**src/rtl/lcd_timing_pkg.sv**
```systemverilog
// Shared definitions for the passive LCD timing generator.
// Assumes: the mode encoding below is fixed at the port boundary.
package lcd_timing_pkg;

    typedef enum logic [1:0] {
        MODE_MONO4      = 2'd0,
        MODE_MONO8      = 2'd1,
        MODE_COLOR_DUAL = 2'd2,
        MODE_ALT8       = 2'd3
    } panel_mode_e;

    // log2 of the dots carried by one 8-bit group in a given mode
    function automatic logic [1:0] group_shift(input logic [1:0] mode);
        return (mode == MODE_MONO4) ? 2'd2 : 2'd3;
    endfunction

endpackage

```
**src/rtl/lcd_scan_counter.sv**
```systemverilog
// Phase / slot / line counters for the panel scan.
// A slot is two clocks (phase 0, phase 1). A line has groups + blank slots.
// A frame has 'lines' lines.
// Assumes: groups >= 1, blank >= 2, lines >= 1, all static out of reset.
module lcd_scan_counter #(
    parameter int HDOT_W  = 10,
    parameter int BLANK_W = 4,
    parameter int LINE_W  = 9,
    parameter int SLOT_W  = 11
) (
    input  logic              clk,
    input  logic              rst_n,
    input  logic [HDOT_W-1:0] groups,
    input  logic [BLANK_W-1:0] blank,
    input  logic [LINE_W-1:0] lines,
    output logic              phase,
    output logic              active,
    output logic              latch_slot,
    output logic              odd_group,
    output logic              line_zero,
    output logic              line_end,
    output logic              frame_end
);
    logic [SLOT_W-1:0] slot;
    logic [LINE_W-1:0] line;
    logic [SLOT_W-1:0] last_slot;

    assign last_slot  = SLOT_W'(groups) + SLOT_W'(blank) - SLOT_W'(1);
    assign active     = slot < SLOT_W'(groups);
    assign latch_slot = slot == SLOT_W'(groups);
    assign odd_group  = slot[0];
    assign line_zero  = line == '0;
    assign line_end   = phase && (slot == last_slot);
    assign frame_end  = line_end && (line == lines - LINE_W'(1));

    // Advance phase each clock, slot every second clock, line at slot wrap
    always_ff @(posedge clk) begin
        if (!rst_n) begin
            phase <= 1'b0;
            slot  <= '0;
            line  <= '0;
        end else begin
            phase <= ~phase;
            if (phase) begin
                if (slot == last_slot) begin
                    slot <= '0;
                    line <= frame_end ? '0 : line + LINE_W'(1);
                end else begin
                    slot <= slot + SLOT_W'(1);
                end
            end
        end
    end
endmodule

```
**src/rtl/lcd_mod_gen.sv**
```systemverilog
// Backplane bias generator: toggles once per frame when period is 0,
// otherwise after every 'period' line ends.
// Assumes: line_end / frame_end are single-clock strobes from the scanner.
module lcd_mod_gen #(
    parameter int MODCNT_W = 6
) (
    input  logic                clk,
    input  logic                rst_n,
    input  logic                line_end,
    input  logic                frame_end,
    input  logic [MODCNT_W-1:0] period,
    output logic                mod_state
);
    logic [MODCNT_W-1:0] cnt;

    // Count line ends and flip the bias level at the programmed point
    always_ff @(posedge clk) begin
        if (!rst_n) begin
            cnt       <= '0;
            mod_state <= 1'b0;
        end else if (line_end) begin
            if (period == '0) begin
                cnt <= '0;
                if (frame_end) mod_state <= ~mod_state;
            end else if (cnt == period - MODCNT_W'(1)) begin
                cnt       <= '0;
                mod_state <= ~mod_state;
            end else begin
                cnt <= cnt + MODCNT_W'(1);
            end
        end
    end
endmodule

```
**src/rtl/lcd_pixel_fetch.sv**
```systemverilog
// Holds the current pixel group. It takes a new group from the stream on
// 'take'. If the stream is empty it keeps the old group and raises a sticky
// underrun flag.
// Assumes: 'take' is the block's own ready strobe.
module lcd_pixel_fetch #(
    parameter int GROUP_W = 8
) (
    input  logic               clk,
    input  logic               rst_n,
    input  logic               take,
    input  logic               s_valid,
    input  logic [GROUP_W-1:0] s_data,
    output logic [GROUP_W-1:0] grp,
    output logic               underrun
);
    // Capture the offered group or flag its absence
    always_ff @(posedge clk) begin
        if (!rst_n) begin
            grp      <= '0;
            underrun <= 1'b0;
        end else if (take) begin
            if (s_valid) grp      <= s_data;
            else         underrun <= 1'b1;
        end
    end
endmodule

```
**src/rtl/lcd_panel_timing.sv**
```systemverilog
// Top of the passive LCD timing generator. It combines the scanner, the
// bias generator and the pixel holder, and registers every panel strobe.
// Panel outputs stay low until the first full frame has been scanned.
// Assumes: configuration inputs are static while rst_n is high.
module lcd_panel_timing
    import lcd_timing_pkg::*;
#(
    parameter int HDOT_W   = 10,
    parameter int BLANK_W  = 4,
    parameter int LINE_W   = 9,
    parameter int MODCNT_W = 6
) (
    input  logic                clk,
    input  logic                rst_n,
    input  logic [1:0]          cfg_mode,
    input  logic [HDOT_W-1:0]   cfg_hdots,
    input  logic [BLANK_W-1:0]  cfg_hblank,
    input  logic [LINE_W-1:0]   cfg_lines,
    input  logic [MODCNT_W-1:0] cfg_mod_lines,
    input  logic                s_valid,
    input  logic [7:0]          s_data,
    output logic                s_ready,
    output logic [3:0]          pan_ud,
    output logic [3:0]          pan_ld,
    output logic                pan_shift,
    output logic                pan_latch,
    output logic                pan_mod,
    output logic                pan_frame,
    output logic                pan_en,
    output logic                underrun
);
    localparam int GROUP_W = 8;
    localparam int SLOT_W  = ((HDOT_W > BLANK_W) ? HDOT_W : BLANK_W) + 1;

    logic [HDOT_W-1:0]  groups;
    logic               phase, active, latch_slot, odd_group, line_zero;
    logic               line_end, frame_end, mod_state, en_q, is_dual, is_mono4;
    logic               shift_nxt, mod_nxt;
    logic [GROUP_W-1:0] grp;

    assign is_dual  = cfg_mode == 2'(MODE_COLOR_DUAL);
    assign is_mono4 = cfg_mode == 2'(MODE_MONO4);
    assign groups   = cfg_hdots >> group_shift(cfg_mode);

    lcd_scan_counter #(
        .HDOT_W(HDOT_W), .BLANK_W(BLANK_W), .LINE_W(LINE_W), .SLOT_W(SLOT_W)
    ) u_scan (
        .clk(clk), .rst_n(rst_n), .groups(groups), .blank(cfg_hblank),
        .lines(cfg_lines), .phase(phase), .active(active),
        .latch_slot(latch_slot), .odd_group(odd_group), .line_zero(line_zero),
        .line_end(line_end), .frame_end(frame_end)
    );

    lcd_mod_gen #(.MODCNT_W(MODCNT_W)) u_mod (
        .clk(clk), .rst_n(rst_n), .line_end(line_end), .frame_end(frame_end),
        .period(cfg_mod_lines), .mod_state(mod_state)
    );

    assign s_ready = en_q && active && !phase;

    lcd_pixel_fetch #(.GROUP_W(GROUP_W)) u_fetch (
        .clk(clk), .rst_n(rst_n), .take(s_ready), .s_valid(s_valid),
        .s_data(s_data), .grp(grp), .underrun(underrun)
    );

    // Next-cycle levels of the two clock-like pins for the current slot
    always_comb begin
        shift_nxt = 1'b1;
        mod_nxt   = is_dual ? 1'b1 : mod_state;
        if (active) begin
            if (!is_dual)        shift_nxt = !phase;
            else if (odd_group)  mod_nxt   = !phase;
            else                 shift_nxt = !phase;
        end
    end

    // Register panel strobes, gated by the enable that follows frame one
    always_ff @(posedge clk) begin
        if (!rst_n) begin
            en_q      <= 1'b0;
            pan_en    <= 1'b0;
            pan_shift <= 1'b0;
            pan_mod   <= 1'b0;
            pan_latch <= 1'b0;
            pan_frame <= 1'b0;
        end else begin
            en_q      <= en_q | frame_end;
            pan_en    <= en_q;
            pan_shift <= en_q & shift_nxt;
            pan_mod   <= en_q & mod_nxt;
            pan_latch <= en_q & latch_slot;
            pan_frame <= en_q & line_zero;
        end
    end

    assign pan_ud = pan_en ? grp[7:4] : 4'h0;
    assign pan_ld = (pan_en && !is_mono4) ? grp[3:0] : 4'h0;
endmodule

```
**config.mk**
```make
export PLATFORM = sky130hd
export DESIGN_NAME = lcd_panel_timing
export DESIGN_NICKNAME = d
export VERILOG_FILES = /design/src/rtl/lcd_timing_pkg.sv /design/src/rtl/lcd_scan_counter.sv /design/src/rtl/lcd_mod_gen.sv /design/src/rtl/lcd_pixel_fetch.sv /design/src/rtl/lcd_panel_timing.sv
export SDC_FILE = /design/constraint.sdc
export NUM_CORES = 1
export LEC_CHECK = 0
export BUFFER_PORTS_ARGS = -buffer_cell sky130_fd_sc_hd__buf_2
export CAP_MARGIN = 20
export CORE_UTILIZATION = 45
export DETAILED_ROUTE_END_ITERATION = 6
export GPL_TIMING_DRIVEN = 0
export PLACE_DENSITY = 0.69
export SLEW_MARGIN = 20
export SYNTH_ARGS = -nofsm -noshare
export SYNTH_HDL_FRONTEND = slang
export SYNTH_SLANG_ARGS = --single-unit
```
**constraint.sdc**
```tcl
create_clock -name clk -period 4.2 [get_ports clk]
set_input_delay 0.21 -clock clk [delete_from_list [all_inputs] [get_ports clk]]
set_output_delay 0.21 -clock clk [all_outputs]
set_load 0.01 [all_outputs]
```
==> metrics.yaml, run 1 <==
run_status:
  status: "finished, final reports clean"
die:
  chipHeight_um: 86.8
  core_area_um2: 6870
  pin_count: 57
  die_area_um2: 7530
  die_width_um: 86.8
  initial_core_util: 0.471
  rows: 30
synthesis:
  synthFlopType: "dfxtp_1"
  synth.top_cells.by_area: "dfxtp_1, ha_1, xnor2_1"
  syn_area_per_cell_um2: 8.10
  ys_ff_latch: 43
  synth_edf_count: 0
  syn_area_um2: 3230
  async_reset_ff_frac: 0
  yosys_warnings: 0
  yosys.area.top_type: "dfxtp_1"
  synth_top_area_share: 0.266
  ys_types: 53
  syn_nets: 466
  seq_area_frac_synth: 0.266
  synth_cells: 399
power:
  power.leakage_nw: 1.61
  peakVddDrop_v: 0.000126
  p_per_area_nw_per_um2: 270
  finalPower_mw: 1.04
cells_and_area:
  antenna_cells: 0
  finish.utilization: 0.563
  finish.instance_area_um2: 3870
  drive_gt1_frac: 0.196
  areaGrowthSynthToFinish_pct: 19.7
  final_nets: 530
setup_path:
  crit_fanout: 10
  cp_cell_sequence: "buf_2 -> or2_4 -> buf_12 -> mux2i_4 -> xor2_1 -> inv_1 -> fa_2 -> nand2b_1 -> a21oi_2 -> nor3_1 -> or4_1 -> or4_4 -> or3_1 -> buf_2 -> buf_4 -> a31oi_1 -> o21ai_1"
  cp_top_family: "simple AND/OR/NAND/NOR gates"
  critPathKind: "in -> reg"
  start_kind: "input pin"
  startpoint: "cfg_mode[0]"
  crit_top_cell: "buf_2"
  end_kind: "flop"
  slowest_delay_ps: 580
  crit_buf_inv: 5
  r2r-start: "u_scan.slot[0]$_SDFFE_PN0P_"
  slowest_stage: "or4_4"
  cp_data_required_time_ps: 4390
  critPathArrivalTime_ps: 4230
detailed_routing:
  drt-total-wl_um: 7450
  viasPerCell: 5.38
  drt_pre_antenna_iters: 4
  vias: 3013
  wl_per_cell_um: 13.3
  drtIter0Drc: 95
  drcViolationCount: 0
  ant_nets: 0
sta:
  final.setup_skew_ps: 4.54
  rsz0062_at_grt: "false"
  setup_viol: 0
  timing.final.crit_period_ps: 4040
  max_clock_freq_mhz: 248
  hold_viol: 0
  fin_crit_sh: 0.961
  timing.hold.ws_ps: 143
  maxSlewHeadroom: 0.464
  setup-tns-final_ps: 0
  finalMaxSlewViolations: 0
  worstMarginPinSlew_ps: 802
clock_tree:
  clk_latency_ps: 300
  h-tree-depth: 2
  cts_inserted_buffers: 5
  holdBufCountCts: 0
  root_buffer: "clkbuf_8"
  clock_path_buffers: 2
  cts_tree: "done"
  path_clk_slew_ps: 80
  cts.sinks: 43
job:
  maxCapViolations: 0
placement:
  hpwl_um: 5770
  placed_area_um2: 3630
  gp_congestion: 0.877
  port_buffers: 53
min_path:
  hp-class: "in -> reg"
  min_from: "s_data[3]"
global_route:
  antenna_found_initial: 0
  grtUsageTotal: 0.205
  grt_pass1_vias: 2776
  grt-ovfl-total: 0
  grt_max_degree: 15
  grt_pass1_wl_um: 12300
worst reg2reg max path, stage by stage, from the launching register on:
cell and delay [ps]:
dfxtp_1 320, clkbuf_1 200, inv_1 120, ha_1 160, inv_1 40, a21o_1 170, maj3_1 360, a2111oi_1 770
and4b_1 290, buf_2 250, mux2i_1 240, nor2_1 50
cells in the mapped netlist, types with 11 or more instances:
library cell and count:
nand4_1 11, xnor2_1 27, nor2_1 40, a21oi_1 15, ha_1 24, nand2_1 23
and3_1 11, nand3_1 17, xor2_1 21, mux2i_1 15, o21ai_0 12, inv_1 26
dfxtp_1 43
per-layer routing:
layer / share of wire / GRT usage
met5: 0 / 0
met4: 0.013 / 0.0742
met3: 0.031 / 0.0324
met2: 0.48 / 0.351
met1: 0.47 / 0.261
kinds of logic (layout without fill, tap and decap cells):
group | Yosys count | count (layout) | share of synthesized area
adders and majority gates | 27 | 27 | 0.105
muxes | 19 | 19 | 0.0604
DFF | 43 | 43 | 0.266
buffers and inverters | 40 | 105 | 0.0484
AOI/OAI and AO/OA | 54 | 54 | 0.106
and+or+nand+nor | 167 | 167 | 0.279
xor gates and xnor gates | 49 | 49 | 0.135
final timing paths:
path,cells after the start,endpoint,slack (ps)
max,17,u_mod.cnt[2]$_SDFFE_PN0P_,160
min,3,u_fetch.grp[3]$_SDFFE_PN0P_,140
max reg2reg,11,u_fetch.grp[5]$_SDFFE_PN0P_,1090
min reg2reg,1,u_fetch.underrun$_SDFFE_PN0P_,470
where the power goes:
part / leakage (nW) / internal (mW) / switching [mW] / total (mW)
Combinational: 1.20 / 0.111 / 0.134 / 0.245
Sequential: 0.347 / 0.409 / 0.00285 / 0.412
Clock: 0.0644 / 0.237 / 0.150 / 0.387
final cells by class:
cell class                 count  area (µm²)
buffer                        12        51.3
clock buffer                   5        68.8
clock inverter                 3        67.6
fill                         644        3000
inverter                      26        97.6
multi-input combinational    316        2280
sequential                    43         861
tap                           96         120
timing repair buffer          59         323
registers in the layout, indices dropped and copies added (netlist names):
register	cells
en_q	1
pan_en	1
pan_frame	1
pan_latch	1
pan_mod	1
pan_shift	1
u_fetch.grp	8
u_fetch.underrun	1
u_mod.cnt	6
u_mod.mod_state	1
u_scan.line	9
u_scan.phase	1
u_scan.slot	11
per-stage QoR:
| step | instances | setup WS (ps) |
|---|---|---|
| final | 560 | 162 |
| after global routing | 560 | 7.54 |
| after CTS | 558 | 110 |
| after detailed placement | 548 | -617 |
| after global placement | 548 | -490 |
| after floorplan | 399 | 27.9 |
cells in the final DEF, fill, tap and decap left out, types with 3 or more instances in the layout:
cell,instances
a211oi_1,3
a21oi_1,15
and2_1,5
and3_1,11
buf_2,55
buf_4,6
clkbuf_1,8
clkbuf_8,5
dfxtp_1,43
ha_1,23
inv_1,26
mux2_2,4
mux2i_1,13
nand2_1,22
nand2b_1,8
nand3_1,17
nand3b_1,6
nand4_1,11
nor2_1,40
nor2b_1,6
nor3_1,7
nor4_1,8
nor4b_1,3
o211ai_1,3
o21a_1,4
o21ai_0,11
or3_1,8
xnor2_1,27
xor2_1,21
timing repair:
item	4_1_cts	5_1_grt
gates cloned	0	0
buffers inserted	3	3
setup endpoints to repair	26	26
pin swaps	1	2
resized for setup	9	4
Note: power is estimated with default switching activity, not from simulation.
==> inputs of run 2 (changes only) <==
--- a/config.mk
+++ b/config.mk
@@ -10,7 +10,7 @@
 export CORE_UTILIZATION = 45
 export DETAILED_ROUTE_END_ITERATION = 6
 export GPL_TIMING_DRIVEN = 0
-export PLACE_DENSITY = 0.69
+export PLACE_DENSITY = 0.66
 export SLEW_MARGIN = 20
 export SYNTH_ARGS = -nofsm -noshare
 export SYNTH_HDL_FRONTEND = slang
==> constraint.sdc (replaced) <==
create_clock -name clk -period 4.9 [get_ports clk]
set_input_delay 0.245 -clock clk [delete_from_list [all_inputs] [get_ports clk]]
set_output_delay 0.245 -clock clk [all_outputs]
set_load 0.01 [all_outputs]
==> metrics.yaml, run 2 (synthesis results as in run 1) <==
cells_and_area:
  num-fill-cells: 691
  antenna_cells: 0
  final_nets: 526
  final_cell_mix: "buf_2, dfxtp_1, nor2_1"
  drive_gt1_frac: 0.172
  finish.utilization: 0.540
  reg.largest.list: "u_scan.slot (11), u_scan.line (9), u_fetch.grp (8)"
  largest_register: "u_scan.slot"
  final_cell_count_no_fill: 555
  largest_reg_flops: 11
  layout_commonest_cell: "buf_2"
  areaGrowthSynthToFinish_pct: 14.7
setup_path:
  cp_data_required_time_ps: 5120
  crit_fanout: 10
  end_kind: "flop"
  start_kind: "input pin"
  reg2reg_slack_ps: 1830
  rr_worst_depth: 11
  startpoint: "cfg_mode[1]"
  r2r_end: "u_fetch.grp[6]$_SDFFE_PN0P_"
  critPathArrivalTime_ps: 4730
  critPathKind: "in -> reg"
  r2r-start: "u_scan.slot[0]$_SDFFE_PN0P_"
clock_tree:
  root_buffer: "clkbuf_8"
  cts.sinks: 43
  clock_path_buffers: 2
  holdBufCountCts: 0
  cts_inserted_buffers: 5
  path_clk_slew_ps: 80
  h-tree-depth: 2
  clk_latency_ps: 290
  cts_tree: "done"
sta:
  maxSlewHeadroom: 0.480
  final.setup_skew_ps: 3.68
  fin_crit_sh: 0.919
  hold_viol: 0
  timing.final.crit_period_ps: 4510
  worstMarginPinSlew_ps: 778
  setup_viol: 0
  layout_setup_ws_ps: 395
  timing.hold.ws_ps: 182
  finalMaxSlewViolations: 0
  rsz0062_at_grt: "false"
  max_clock_freq_mhz: 222
die:
  die_width_um: 86.8
  die_area_um2: 7530
  chipHeight_um: 86.8
  rows: 30
  initial_core_util: 0.471
  pin_count: 57
  core_area_um2: 6870
min_path:
  hold_depth: 3
  holdPathEnd: "u_fetch.grp[3]$_SDFFE_PN0P_"
  hp-class: "in -> reg"
  min_from: "s_data[3]"
placement:
  hpwl_um: 5900
  dp_cells: 548
  dp_slack_ps: -32.4
  port_buffers: 53
  gp_congestion: 0.801
global_route:
  grtUsageTotal: 0.207
  grt_pass1_vias: 2847
  grt_pass1_wl_um: 12600
  grt-ovfl-total: 0
  antenna_found_initial: 0
  grt_max_degree: 13
power:
  power.leakage_nw: 1.56
  finalPower_mw: 0.772
  peakVddDrop_v: 0.0000902
  p_per_area_nw_per_um2: 208
detailed_routing:
  drt_pre_antenna_iters: 4
  vias: 2951
  drt-total-wl_um: 7430
  ant_nets: 0
  drcViolationCount: 0
  viasPerCell: 5.32
  wl_per_cell_um: 13.4
  drtIter0Drc: 72
job:
  maxCapViolations: 0
run_status:
  status: "finished, final reports clean"
run 2: cell count changes in the layout (fill, tap and decap cells not counted), moves of 2 or more:
cell,delta
buf_2,+3
buf_4,-6
bufinv_16,-2
mux2i_1,+2
mux2i_4,-2
run 2: power by group:
group | internal, mW | switching [mW] | total (mW) | leakage, nW
combinational | 0.0833 | 0.107 | 0.190 | 1.17
clock | 0.111 | 0.118 | 0.228 | 0.0470
sequential | 0.351 | 0.00254 | 0.353 | 0.347
run 2: area by class of cell:
| class | count | area [µm²] | share of cell area |
|---|---|---|---|
| inverter | 26 | 97.6 | 0.0263 |
| sequential | 43 | 861 | 0.232 |
| clock inverter | 1 | 5.00 | 0.00135 |
| clock buffer | 6 | 82.6 | 0.0223 |
| timing repair buffer | 53 | 265 | 0.0715 |
| buffer | 14 | 58.8 | 0.0159 |
| tap | 96 | 120 | 0.0324 |
| multi-input combinational | 316 | 2220 | 0.598 |
run 2: layer usage:
metal / part of all wire / global-route usage / vias up
li1: - / - / 1504
met1: 0.48 / 0.261 / 1387
met2: 0.48 / 0.372 / 53
met3: 0.033 / 0.0295 / 7
met4: 0.0087 / 0.0455 / 0
met5: 0 / 0 / -
run 2: how the worst max path moves through the flow:
stage | endpoint | slack (ps) | depth (start not counted)
floorplan | u_scan.slot[10]$_SDFFE_PN0P_ | 650 | 19
global placement | u_scan.slot[3]$_SDFFE_PN0P_ | 100 | 20
detailed placement | u_scan.slot[2]$_SDFFE_PN0P_ | -30 | 20
CTS | u_scan.slot[2]$_SDFFE_PN0P_ | 280 | 20
global route | u_mod.cnt[0]$_SDFFE_PN0P_ | 40 | 18
finish | u_mod.cnt[0]$_SDFFE_PN0P_ | 390 | 18
run 2: worst max-delay path, stage by stage:
cell      delay [ps]
buf_2            120
or2_2            280
buf_2            190
mux2i_1          260
ha_1             280
inv_1             60
ha_1             160
inv_1             60
fa_1             390
nand2b_1         190
a21oi_2          220
nor3_1            70
or4_1            500
or4_1            500
buf_2            190
nor4b_1          630
nand3_1          200
o21ai_0          170
run 2: metrics by stage:
step / TNS [ps] / area (µm²)
after floorplan: 0 / 3230
after global routing: 0 / 3710
after CTS: 0 / 3710
final: 0 / 3710
after global placement: 0 / 3620
after detailed placement: -201 / 3620
run 2: what timing repair did:
item	CTS	global route
gates resized for setup	0	1
setup buffers	0	0
endpoints found under the hold margin	0	0
setup endpoints to repair	0	7
==> inputs of run 3 (changes only) <==
--- a/config.mk
+++ b/config.mk
@@ -8,6 +8,8 @@
 export BUFFER_PORTS_ARGS = -buffer_cell sky130_fd_sc_hd__buf_2
 export CAP_MARGIN = 20
 export CORE_UTILIZATION = 45
+export CTS_BUF_LIST = sky130_fd_sc_hd__clkbuf_16
+export CTS_CLUSTER_DIAMETER = 100
 export DETAILED_ROUTE_END_ITERATION = 6
 export GPL_TIMING_DRIVEN = 0
 export PLACE_DENSITY = 0.66
==> metrics.yaml, run 3 (synthesis results as in run 1) <==
cells_and_area:
  drive_gt1_frac: 0.170
  final_cell_mix: "buf_2, dfxtp_1, nor2_1"
  areaGrowthSynthToFinish_pct: 16.3
  largest_register: "u_scan.slot"
  antenna_cells: 0
  layout_commonest_cell: "buf_2"
  largest_reg_flops: 11
  final_nets: 527
  reg.largest.list: "u_scan.slot (11), u_scan.line (9), u_fetch.grp (8)"
  finish.utilization: 0.547
  final_cell_count_no_fill: 556
placement:
  hpwl_um: 5900
  gp_congestion: 0.801
  port_buffers: 53
  dp_cells: 548
  dp_slack_ps: -32.4
global_route:
  grt_pass1_vias: 2863
  grt_max_degree: 13
  antenna_found_initial: 0
  grtUsageTotal: 0.210
  grt_pass1_wl_um: 12600
  grt-ovfl-total: 0
detailed_routing:
  wl_per_cell_um: 13.4
  drt_pre_antenna_iters: 4
  vias: 2990
  viasPerCell: 5.38
  drt-total-wl_um: 7460
  drtIter0Drc: 85
  ant_nets: 0
  drcViolationCount: 0
die:
  die_area_um2: 7530
  initial_core_util: 0.471
  rows: 30
  chipHeight_um: 86.8
  core_area_um2: 6870
  pin_count: 57
  die_width_um: 86.8
setup_path:
  reg2reg_slack_ps: 1830
  end_kind: "flop"
  critPathKind: "in -> reg"
  slowest_stage: "nor4b_1"
  crit_fanout: 10
  crit_top_cell: "buf_2"
  slowest_delay_ps: 630
  rr_worst_depth: 12
  crit_buf_inv: 5
  r2r-start: "u_scan.slot[0]$_SDFFE_PN0P_"
  critPathArrivalTime_ps: 4730
  r2r_end: "u_fetch.grp[6]$_SDFFE_PN0P_"
  cp_cell_sequence: "buf_2 -> or2_2 -> buf_2 -> mux2i_1 -> ha_1 -> inv_1 -> ha_1 -> inv_1 -> fa_1 -> nand2b_1 -> a21oi_2 -> nor3_1 -> or4_1 -> or4_1 -> buf_2 -> nor4b_1 -> nand3_1 -> o21ai_0"
  path_depth: 18
  cp_top_family: "simple AND/OR/NAND/NOR gates"
  start_kind: "input pin"
  cp_data_required_time_ps: 5110
sta:
  rsz0062_at_grt: "false"
  hold_viol: 0
  maxSlewHeadroom: 0.532
  fin_crit_sh: 0.922
  finalMaxSlewViolations: 0
  max_clock_freq_mhz: 221
  layout_setup_ws_ps: 382
  setup-tns-final_ps: 0
  worstMarginPinSlew_ps: 692
  timing.final.crit_period_ps: 4520
  final.setup_skew_ps: 2.62
  setup_viol: 0
clock_tree:
  path_clk_slew_ps: 60
  h-tree-depth: 2
  holdBufCountCts: 0
  cts.sinks: 43
  clock_path_buffers: 2
  cts_inserted_buffers: 5
  clk_latency_ps: 280
  cts_tree: "done"
  root_buffer: "clkbuf_16"
power:
  peakVddDrop_v: 0.000168
  power.leakage_nw: 1.58
  p_per_area_nw_per_um2: 227
min_path:
  holdPathEnd: "u_fetch.grp[3]$_SDFFE_PN0P_"
  hold_depth: 3
  hp-class: "in -> reg"
  min_from: "s_data[3]"
run_status:
  status: "finished, final reports clean"
job:
  maxCapViolations: 0
[run 3: changes by cell type in the layout (fill, tap and decap cells not counted)]
cell | before | now
a2111oi_1 | 1 | 0
clkbuf_8 | 6 | 0
clkinv_1 | 0 | 1
clkbuf_1 | 8 | 9
a2111oi_0 | 1 | 2
clkbuf_16 | 0 | 5
[run 3: report_power, final]
group          internal, mW  leakage, nW  total [mW]  switching [mW]
Combinational        0.0833         1.17       0.190           0.107
Clock                 0.183       0.0671       0.307           0.124
Sequential            0.351        0.347       0.354         0.00263
Total                 0.618         1.58       0.852           0.234
[run 3: worst max path at each step]
stage	startpoint	endpoint	slack, ps
4_1_cts	cfg_mode[1]	u_scan.slot[2]$_SDFFE_PN0P_	250
6_report	cfg_mode[1]	u_mod.cnt[0]$_SDFFE_PN0P_	380
3_5_place_dp	cfg_mode[1]	u_scan.slot[2]$_SDFFE_PN0P_	-30
2_1_floorplan	cfg_mode[1]	u_scan.slot[10]$_SDFFE_PN0P_	650
3_3_place_gp	cfg_mode[1]	u_scan.slot[3]$_SDFFE_PN0P_	100
5_1_grt	cfg_mode[1]	u_mod.cnt[0]$_SDFFE_PN0P_	20
[run 3: routing by layer]
layer,up-vias,part of all wire,global-route usage
met5,-,0,0
met4,0,0.0092,0.0500
met3,9,0.037,0.0381
met2,58,0.48,0.374
met1,1411,0.47,0.261
li1,1512,-,-
[run 3: final cells by class]
type	count	area, µm²
timing repair buffer	54	269
sequential	43	861
fill	680	3110
clock inverter	2	8.76
tap	96	120
inverter	26	97.6
multi-input combinational	316	2220
clock buffer	5	125
buffer	14	58.8
[run 3: worst register-to-register path, delay by kind of cell (launching register included)]
| family | cells | cell delay (ps) |
|---|---|---|
| buffers and inverters | 5 | 870 |
| AO/OA/AOI/OAI | 2 | 780 |
| adder cells (fa/ha/maj) | 2 | 510 |
| flip-flops | 1 | 310 |
| AND/OR/NAND/NOR | 2 | 260 |
| multiplexers | 1 | 210 |
[run 3: metrics by stage]
step | power, mW | hold WS [ps] | area (µm²)
floorplan | 0.498 | 392 | 3230
global placement | 0.546 | 448 | 3620
detailed placement | 0.551 | 461 | 3620
CTS | 0.857 | 199 | 3750
global route | 0.898 | 216 | 3760
finish | 0.852 | 197 | 3760
[run 3: what timing repair did]
action	4_1_cts	5_1_grt
setup buffers	0	0
setup endpoints to repair	0	9
resized for setup	0	1
